<file path="config.mk">
export PLATFORM = sky130hd
export DESIGN_NAME = flash_cmd_sequencer
export DESIGN_NICKNAME = d
export VERILOG_FILES = /design/src/rtl/flash_seq_pkg.sv /design/src/rtl/flash_bit_sync.sv /design/src/rtl/flash_wr_filter.sv /design/src/rtl/flash_seq_fsm.sv /design/src/rtl/flash_id_rom.sv /design/src/rtl/flash_cmd_sequencer.sv
export SDC_FILE = /design/constraint.sdc
export NUM_CORES = 1
export LEC_CHECK = 0
export CAP_MARGIN = 20
export CELL_PAD_IN_SITES_DETAIL_PLACEMENT = 1
export CELL_PAD_IN_SITES_GLOBAL_PLACEMENT = 1
export CORE_MARGIN = 3
export CORE_UTILIZATION = 26
export DETAILED_ROUTE_END_ITERATION = 7
export PLACE_DENSITY_LB_ADDON = 0.3
export SYNTH_ARGS = -nofsm -noshare
export SYNTH_HDL_FRONTEND = slang
export SYNTH_HIERARCHICAL = 1
export SYNTH_SLANG_ARGS = --single-unit
</file>
<file path="constraint.sdc">
create_clock -name clk -period 3.18 [get_ports clk]
set_input_delay 0.636 -clock clk [delete_from_list [all_inputs] [get_ports clk]]
set_output_delay 0.636 -clock clk [all_outputs]
set_load 0.01 [all_outputs]
</file>
<file path="src/rtl/flash_seq_pkg.sv">
package flash_seq_pkg;
  typedef enum logic [2:0] {
    CMD_NONE        = 3'd0,
    CMD_PROG        = 3'd1,
    CMD_CHIP_ERASE  = 3'd2,
    CMD_BLOCK_ERASE = 3'd3,
    CMD_PAGE_ERASE  = 3'd4,
    CMD_BOOT_LOCK   = 3'd5,
    CMD_ID_ENTER    = 3'd6,
    CMD_ID_EXIT     = 3'd7
  } cmd_kind_e;

  typedef enum logic [2:0] {
    S_IDLE, S_UNL1, S_UNL2, S_PROG, S_ERS3, S_ERS4, S_ERS5
  } seq_state_e;

  localparam int          KEY_ADDR_W = 15;
  localparam logic [14:0] KEY_ADDR_A = 15'h5555;
  localparam logic [14:0] KEY_ADDR_B = 15'h2AAA;

  localparam logic [7:0] OP_UNLOCK1 = 8'hAA;
  localparam logic [7:0] OP_UNLOCK2 = 8'h55;
  localparam logic [7:0] OP_PROG    = 8'hA0;
  localparam logic [7:0] OP_ID_IN   = 8'h90;
  localparam logic [7:0] OP_ID_OUT  = 8'hF0;
  localparam logic [7:0] OP_ERASE   = 8'h80;
  localparam logic [7:0] OP_CHIP    = 8'h10;
  localparam logic [7:0] OP_BLOCK   = 8'h30;
  localparam logic [7:0] OP_PAGE    = 8'h50;
  localparam logic [7:0] OP_LOCK    = 8'h40;
endpackage

</file>
<file path="src/rtl/flash_bit_sync.sv">
module flash_bit_sync #(
  parameter int   STAGES  = 2,
  parameter logic RST_VAL = 1'b1
) (
  input  logic clk,
  input  logic rst_n,
  input  logic d,
  output logic q
);
  logic [STAGES-1:0] sr;

  always_ff @(posedge clk or negedge rst_n) begin
    if (!rst_n) begin
      sr <= {STAGES{RST_VAL}};
    end else begin
      sr[0] <= d;
      for (int i = 1; i < STAGES; i++) sr[i] <= sr[i-1];
    end
  end

  assign q = sr[STAGES-1];
endmodule

</file>
<file path="src/rtl/flash_wr_filter.sv">
module flash_wr_filter #(
  parameter int ADDR_W      = 18,
  parameter int DATA_W      = 16,
  parameter int SYNC_STAGES = 2,
  parameter int MIN_PULSE   = 3
) (
  input  logic              clk,
  input  logic              rst_n,
  input  logic              ce_n,
  input  logic              oe_n,
  input  logic              we_n,
  input  logic [ADDR_W-1:0] addr,
  input  logic [DATA_W-1:0] wdata,
  output logic              wr_evt,
  output logic [ADDR_W-1:0] wr_addr,
  output logic [DATA_W-1:0] wr_data,
  output logic              rd_act,
  output logic              rd_evt
);
  localparam int CW = $clog2(MIN_PULSE + 1);
  localparam int NSTROBE = 3;

  logic [NSTROBE-1:0] strobe_raw, strobe_s;
  logic [CW-1:0]      cnt;
  logic               wr_act, rd_act_q;

  assign strobe_raw = {we_n, oe_n, ce_n};

  for (genvar g = 0; g < NSTROBE; g++) begin : g_sync
    flash_bit_sync #(.STAGES(SYNC_STAGES), .RST_VAL(1'b1)) u_sync (
      .clk(clk), .rst_n(rst_n), .d(strobe_raw[g]), .q(strobe_s[g])
    );
  end

  // write qualifies only with chip enabled, outputs disabled, write enable low
  assign wr_act = ~strobe_s[0] & strobe_s[1] & ~strobe_s[2];
  assign rd_act = ~strobe_s[0] & ~strobe_s[1];

  always_ff @(posedge clk or negedge rst_n) begin
    if (!rst_n) begin
      cnt      <= '0;
      wr_addr  <= '0;
      wr_data  <= '0;
      rd_act_q <= 1'b0;
    end else begin
      rd_act_q <= rd_act;
      if (wr_act) begin
        if (cnt == '0) wr_addr <= addr;   // address taken at the opening edge
        wr_data <= wdata;                 // data keeps the last value before the closing edge
        if (cnt != CW'(MIN_PULSE)) cnt <= cnt + 1'b1;
      end else begin
        cnt <= '0;
      end
    end
  end

  assign wr_evt = ~wr_act & (cnt == CW'(MIN_PULSE));
  assign rd_evt = rd_act & ~rd_act_q;

  p_evt_after_pulse_r8: assert property (@(posedge clk) disable iff (!rst_n)
    wr_evt |-> $past(wr_act));
  p_no_write_on_read_r8: assert property (@(posedge clk) disable iff (!rst_n)
    rd_act |-> !wr_act);
endmodule

</file>
<file path="src/rtl/flash_seq_fsm.sv">
module flash_seq_fsm
  import flash_seq_pkg::*;
#(
  parameter int ADDR_W = 18,
  parameter int DATA_W = 16
) (
  input  logic              clk,
  input  logic              rst_n,
  input  logic              wr_evt,
  input  logic [ADDR_W-1:0] wr_addr,
  input  logic [DATA_W-1:0] wr_data,
  input  logic              rd_evt,
  input  logic              busy_i,
  output logic              cmd_valid,
  output cmd_kind_e         cmd_kind,
  output logic [ADDR_W-1:0] cmd_addr,
  output logic [DATA_W-1:0] cmd_data,
  output logic              id_mode
);
  seq_state_e state, nxt;
  cmd_kind_e  kind;
  logic       fire, at_a, at_b;
  logic [7:0] op;

  assign at_a = (wr_addr[KEY_ADDR_W-1:0] == KEY_ADDR_A);
  assign at_b = (wr_addr[KEY_ADDR_W-1:0] == KEY_ADDR_B);
  assign op   = wr_data[7:0];

  always_comb begin
    nxt  = state;
    fire = 1'b0;
    kind = CMD_NONE;
    if (rd_evt) begin
      nxt = S_IDLE;
    end else if (wr_evt && !busy_i) begin
      nxt = S_IDLE;
      case (state)
        S_IDLE: begin
          if (op == OP_ID_OUT) begin
            fire = 1'b1; kind = CMD_ID_EXIT;
          end else if (at_a && op == OP_UNLOCK1) begin
            nxt = S_UNL1;
          end
        end
        S_UNL1: if (at_b && op == OP_UNLOCK2) nxt = S_UNL2;
        S_UNL2: begin
          if (at_a) begin
            case (op)
              OP_PROG:   nxt = S_PROG;
              OP_ERASE:  nxt = S_ERS3;
              OP_ID_IN:  begin fire = 1'b1; kind = CMD_ID_ENTER; end
              OP_ID_OUT: begin fire = 1'b1; kind = CMD_ID_EXIT;  end
              default:   nxt = S_IDLE;
            endcase
          end
        end
        S_PROG: begin fire = 1'b1; kind = CMD_PROG; end
        S_ERS3: if (at_a && op == OP_UNLOCK1) nxt = S_ERS4;
        S_ERS4: if (at_b && op == OP_UNLOCK2) nxt = S_ERS5;
        S_ERS5: begin
          case (op)
            OP_CHIP:  if (at_a) begin fire = 1'b1; kind = CMD_CHIP_ERASE; end
            OP_LOCK:  if (at_a) begin fire = 1'b1; kind = CMD_BOOT_LOCK;  end
            OP_BLOCK: begin fire = 1'b1; kind = CMD_BLOCK_ERASE; end
            OP_PAGE:  begin fire = 1'b1; kind = CMD_PAGE_ERASE;  end
            default:  nxt = S_IDLE;
          endcase
        end
        default: nxt = S_IDLE;
      endcase
    end
  end

  always_ff @(posedge clk or negedge rst_n) begin
    if (!rst_n) begin
      state     <= S_IDLE;
      cmd_valid <= 1'b0;
      cmd_kind  <= CMD_NONE;
      cmd_addr  <= '0;
      cmd_data  <= '0;
      id_mode   <= 1'b0;
    end else begin
      state     <= nxt;
      cmd_valid <= fire;
      if (fire) begin
        cmd_kind <= kind;
        cmd_addr <= wr_addr;
        cmd_data <= wr_data;
        if (kind == CMD_ID_ENTER) id_mode <= 1'b1;
        if (kind == CMD_ID_EXIT)  id_mode <= 1'b0;
      end
    end
  end

  p_single_pulse_r12: assert property (@(posedge clk) disable iff (!rst_n)
    cmd_valid |=> !cmd_valid);
  p_busy_quiet_r10: assert property (@(posedge clk) disable iff (!rst_n)
    cmd_valid |-> !$past(busy_i));
  p_read_abort_r7: assert property (@(posedge clk) disable iff (!rst_n)
    (rd_evt && state != S_IDLE) |=> state == S_IDLE);
  p_id_enter_r3: assert property (@(posedge clk) disable iff (!rst_n)
    (cmd_valid && cmd_kind == CMD_ID_ENTER) |-> id_mode);
  p_id_exit_r4: assert property (@(posedge clk) disable iff (!rst_n)
    (cmd_valid && cmd_kind == CMD_ID_EXIT) |-> !id_mode);
endmodule

</file>
<file path="src/rtl/flash_id_rom.sv">
module flash_id_rom #(
  parameter int          ADDR_W   = 18,
  parameter int          DATA_W   = 16,
  parameter logic [15:0] MFR_CODE = 16'h00DA,
  parameter logic [15:0] DEV_CODE = 16'h003D
) (
  input  logic              clk,
  input  logic              rst_n,
  input  logic              id_mode,
  input  logic              rd_act,
  input  logic [ADDR_W-1:0] addr,
  output logic              id_rd_valid,
  output logic [DATA_W-1:0] id_rd_data
);
  localparam int NWORDS = 2;
  logic hit;

  assign hit = id_mode && rd_act && (addr < ADDR_W'(NWORDS));

  always_ff @(posedge clk or negedge rst_n) begin
    if (!rst_n) begin
      id_rd_valid <= 1'b0;
      id_rd_data  <= '0;
    end else begin
      id_rd_valid <= hit;
      if (hit) id_rd_data <= addr[0] ? DATA_W'(DEV_CODE) : DATA_W'(MFR_CODE);
    end
  end

  p_id_quiet_r11: assert property (@(posedge clk) disable iff (!rst_n)
    !id_mode |=> !id_rd_valid);
endmodule

</file>
<file path="src/rtl/flash_cmd_sequencer.sv">
module flash_cmd_sequencer
  import flash_seq_pkg::*;
#(
  parameter int          ADDR_W      = 18,
  parameter int          DATA_W      = 16,
  parameter int          SYNC_STAGES = 2,
  parameter int          MIN_PULSE   = 3,
  parameter logic [15:0] MFR_CODE    = 16'h00DA,
  parameter logic [15:0] DEV_CODE    = 16'h003D
) (
  input  logic              clk,
  input  logic              rst_n,
  input  logic              ce_n,
  input  logic              oe_n,
  input  logic              we_n,
  input  logic [ADDR_W-1:0] addr,
  input  logic [DATA_W-1:0] wdata,
  input  logic              busy_i,
  output logic              cmd_valid,
  output logic [2:0]        cmd_kind,
  output logic [ADDR_W-1:0] cmd_addr,
  output logic [DATA_W-1:0] cmd_data,
  output logic              id_mode,
  output logic              id_rd_valid,
  output logic [DATA_W-1:0] id_rd_data
);
  logic              wr_evt, rd_evt, rd_act;
  logic [ADDR_W-1:0] wr_addr;
  logic [DATA_W-1:0] wr_data;
  cmd_kind_e         kind_e;

  flash_wr_filter #(
    .ADDR_W(ADDR_W), .DATA_W(DATA_W), .SYNC_STAGES(SYNC_STAGES), .MIN_PULSE(MIN_PULSE)
  ) u_filter (
    .clk(clk), .rst_n(rst_n), .ce_n(ce_n), .oe_n(oe_n), .we_n(we_n),
    .addr(addr), .wdata(wdata), .wr_evt(wr_evt), .wr_addr(wr_addr),
    .wr_data(wr_data), .rd_act(rd_act), .rd_evt(rd_evt)
  );

  flash_seq_fsm #(.ADDR_W(ADDR_W), .DATA_W(DATA_W)) u_fsm (
    .clk(clk), .rst_n(rst_n), .wr_evt(wr_evt), .wr_addr(wr_addr),
    .wr_data(wr_data), .rd_evt(rd_evt), .busy_i(busy_i),
    .cmd_valid(cmd_valid), .cmd_kind(kind_e), .cmd_addr(cmd_addr),
    .cmd_data(cmd_data), .id_mode(id_mode)
  );

  flash_id_rom #(
    .ADDR_W(ADDR_W), .DATA_W(DATA_W), .MFR_CODE(MFR_CODE), .DEV_CODE(DEV_CODE)
  ) u_id (
    .clk(clk), .rst_n(rst_n), .id_mode(id_mode), .rd_act(rd_act),
    .addr(addr), .id_rd_valid(id_rd_valid), .id_rd_data(id_rd_data)
  );

  assign cmd_kind = kind_e;
endmodule

</file>
==> impl_metrics.ini <==
[critical_path]
path_buf_inv = 1
worstPathMaxFanout = 37
start_kind = flop
r2r_slack_ps = 460
worstPathCellList = nor4b_1 -> and4_1 -> a21oi_1 -> a2111oi_4 -> nor2_4 -> buf_4 -> mux2_4
critPathKind = flop to flop
max_stage_delay_ps = 430
cp.required_ps = 3400
endpoint_kind = flop
arrival_ps = 2940
critPathTopFamily = simple AND/OR/NAND/NOR gates
rr_startpoint = u_filter/wr_addr[1]
worst_path_max_delay_cell = and4_1
rr_worst_depth = 7
reg2reg_to = u_fsm/cmd_data[14]

[sta]
fin_skew_ps = 4.86
finalHoldViolations = 0
report.final.setup_viol = 0
worstMarginPinSlew_ps = 667
rsz0062_at_grt = no
setup_tns_ps = 0
timing.final.crit_share_pct = 85.6
fmax_mhz = 368
finalWorstSetupSlack_ps = 459
slew_viol_final = 0
slew_headroom_pct = 55.6
post-route-min-period_ps = 2720
whs_ps = 203

[floorplanning]
die_y_um = 131
io_pins = 96
rows = 44
dieArea_um2 = 17000
die_w_um = 131
start_util_pct = 27.1
core_um2 = 14900

[synth]
yosys.area_share.simple_pct = 10.9
synth_cell_type_count = 54
synth_area_leader_cell = dfrtp_1
synth-xor-area-share_pct = 0.434
synth.cell_area_um2 = 4030
syn_inst = 285
synth_compound_area_share_pct = 3.35
avgSynthCellArea_um2 = 14.2
synth_area_leaders = dfrtp_1, mux2_2, mux2_4
synth_top_area_share_pct = 51.5
synth_edf_count = 0
synth_seq_area_share_pct = 55.4
yosys.area_share.adder_pct = 0.620
synth.ff_latch_count = 89
synthFlopType = dfrtp_1
synth_top_family_by_area = multiplexers
yosysWarnings = 6
ys_async_sr_fraction_pct = 100
yosys-mux-area-fraction_pct = 23.2

[status]
status = completed

[final_layout]
multi_input_area_um2 = 1590
regArea_um2 = 2230
drive_above_1_share_pct = 27.8
layout_common_cells = clkdlybuf4s50_1, dfrtp_1, mux2_2, mux2_4
final_nets = 411
final_area_um2 = 5330
fin_cells = 558
mostFrequentLayoutCell = clkdlybuf4s50_1
nFillCells = 1579
area_delta_synth_final_pct = 32.0
diodes = 0

[placement]
placed_cell_area_um2 = 5020
dp_hpwl_mm = 7.01
gp_congestion = 0.882
dp.cells = 542
portBuffers = 87
dp_slack_ps = 258

[grt]
grt_max_degree = 65
antenna_found_initial = 0
track_usage_pct = 12.0
grt_pass1_vias = 2805
grt_pass1_wl_mm = 15.6
grt-ovfl-total = 0

[detailed_routing]
firstDrtPassIters = 4
drcViolationCount = 0
drtIter0Drc = 56
wl_per_cell_um = 17.4
via_count = 2541
routed_via_density = 4.55
ant_nets = 0
wirelength_mm = 9.72

[flow_run]
maxCapViolCount = 0

[clock_tree]
postCtsSetupBuffers = 0
clk_path_buf_depth = 2
cts_made_buffers = 9
cts_max_level = 3
hold_buffers = 0
cts_root_buf = clkbuf_16
cts_tree = built
cts.sinks = 89
path_clk_slew_ps = 60
postCtsResizedCells = 0
insertion_delay_ps = 340

[hold_path]
min_path_type = input pin to async pin

[power]
p_leak_uw = 0.00238
powerDensity_nw_per_um2 = 508
vdd_drop_max_uv = 232
==> power breakdown <==
part           total [µW]  leakage [µW]  switching [µW]  internal, µW
Combinational         271       0.00109             104           167
Sequential           1330       0.00114             106          1230
Clock                1100      0.000153             428           673
==> flip-flops by register name (all words and copies together) (netlist names) <==
name and flops:
u_filter/wr_data 16, u_id/id_rd_valid 1, u_fsm/cmd_data 16, u_filter/wr_addr 18, u_filter/cnt 2, u_filter/rd_act_q 1, u_fsm/cmd_addr 18, u_fsm/cmd_valid 1
u_fsm/state 3, u_fsm/cmd_kind 3, u_filter/g_sync.u_sync/sr 6, u_fsm/id_mode 1, u_id/id_rd_data 3
==> worst max-delay path by stage <==
| stage | endpoint | cells past startpoint | slack (ps) | startpoint |
|---|---|---|---|---|
| floorplan | u_fsm/cmd_addr[0] | 11 | 750 | u_filter/g_sync[0].u_sync/sr[1] |
| global placement | u_fsm/cmd_addr[2] | 7 | 220 | busy_i |
| detailed placement | u_fsm/cmd_data[11] | 7 | 260 | busy_i |
| CTS | u_fsm/cmd_data[14] | 7 | 430 | u_filter/wr_addr[1] |
| global route | u_fsm/cmd_data[14] | 7 | 190 | u_filter/wr_addr[1] |
| finish | u_fsm/cmd_data[14] | 7 | 460 | u_filter/wr_addr[1] |
==> cell usage after synthesis, drive strengths merged (2+ instances only) <==
library cell and instances:
dfrtp 83, mux2 71, buf 24, inv 9
nand2 9, nor3 7, dfstp 6, nor4b 6
nor2 5, a21oi 4, nor2b 4, nor4 4
and4 3, mux2i 3, nand2b 3, nand3 3
nand4 3, nor4bb 3, o21ai 3, and4bb 2
clkbuf 2, ha 2, nor3b 2, or3 2
or4 2, xnor2 2
==> worst register-to-register path: stages (launching register included) <==
cell and delay, ps:
dfrtp_1 420, nor4b_1 410, and4_1 430, a21oi_1 160, a2111oi_4 400, nor2_4 50
buf_4 340, mux2_4 400
==> layer usage <==
layer  share of wire, %  wire length [µm]  global-route usage (%)  vias up
met4                2.2               215                    5.44        0
met3                6.1               590                    3.78       16
li1                   -                 -                       -     1165
met2                 49              4740                    19.2       58
met1                 43              4170                    14.9     1302
met5                  0                 0                       0        -
==> cell type report <==
cell class                      instances  area share [%]
Sequential cell                        89            42.0
Clock inverter                          2           0.658
Timing Repair Buffer                   92            17.4
Multi-Input combinational cell        168            29.9
Tap cell                              184            4.32
Clock buffer                           14            5.14
Inverter                                9           0.634
==> per-stage QoR <==
stage                     util (%)  power (µW)
after global placement        33.6        1610
after global routing          35.8        2850
after CTS                     35.8        2760
final                         35.8        2710
after floorplan                  -        1490
after detailed placement      33.8        1630
==> cells by family after synthesis <==
| logic type | count (synthesis) |
|---|---|
| simple gates | 65 |
| compound gates | 17 |
| fa+ha+maj | 2 |
| other cells | 1 |
| mux | 74 |
| xor+xnor | 2 |
| flops | 89 |
| buf+inv | 35 |
No activity file was read; power rests on OpenSTA's default activity.
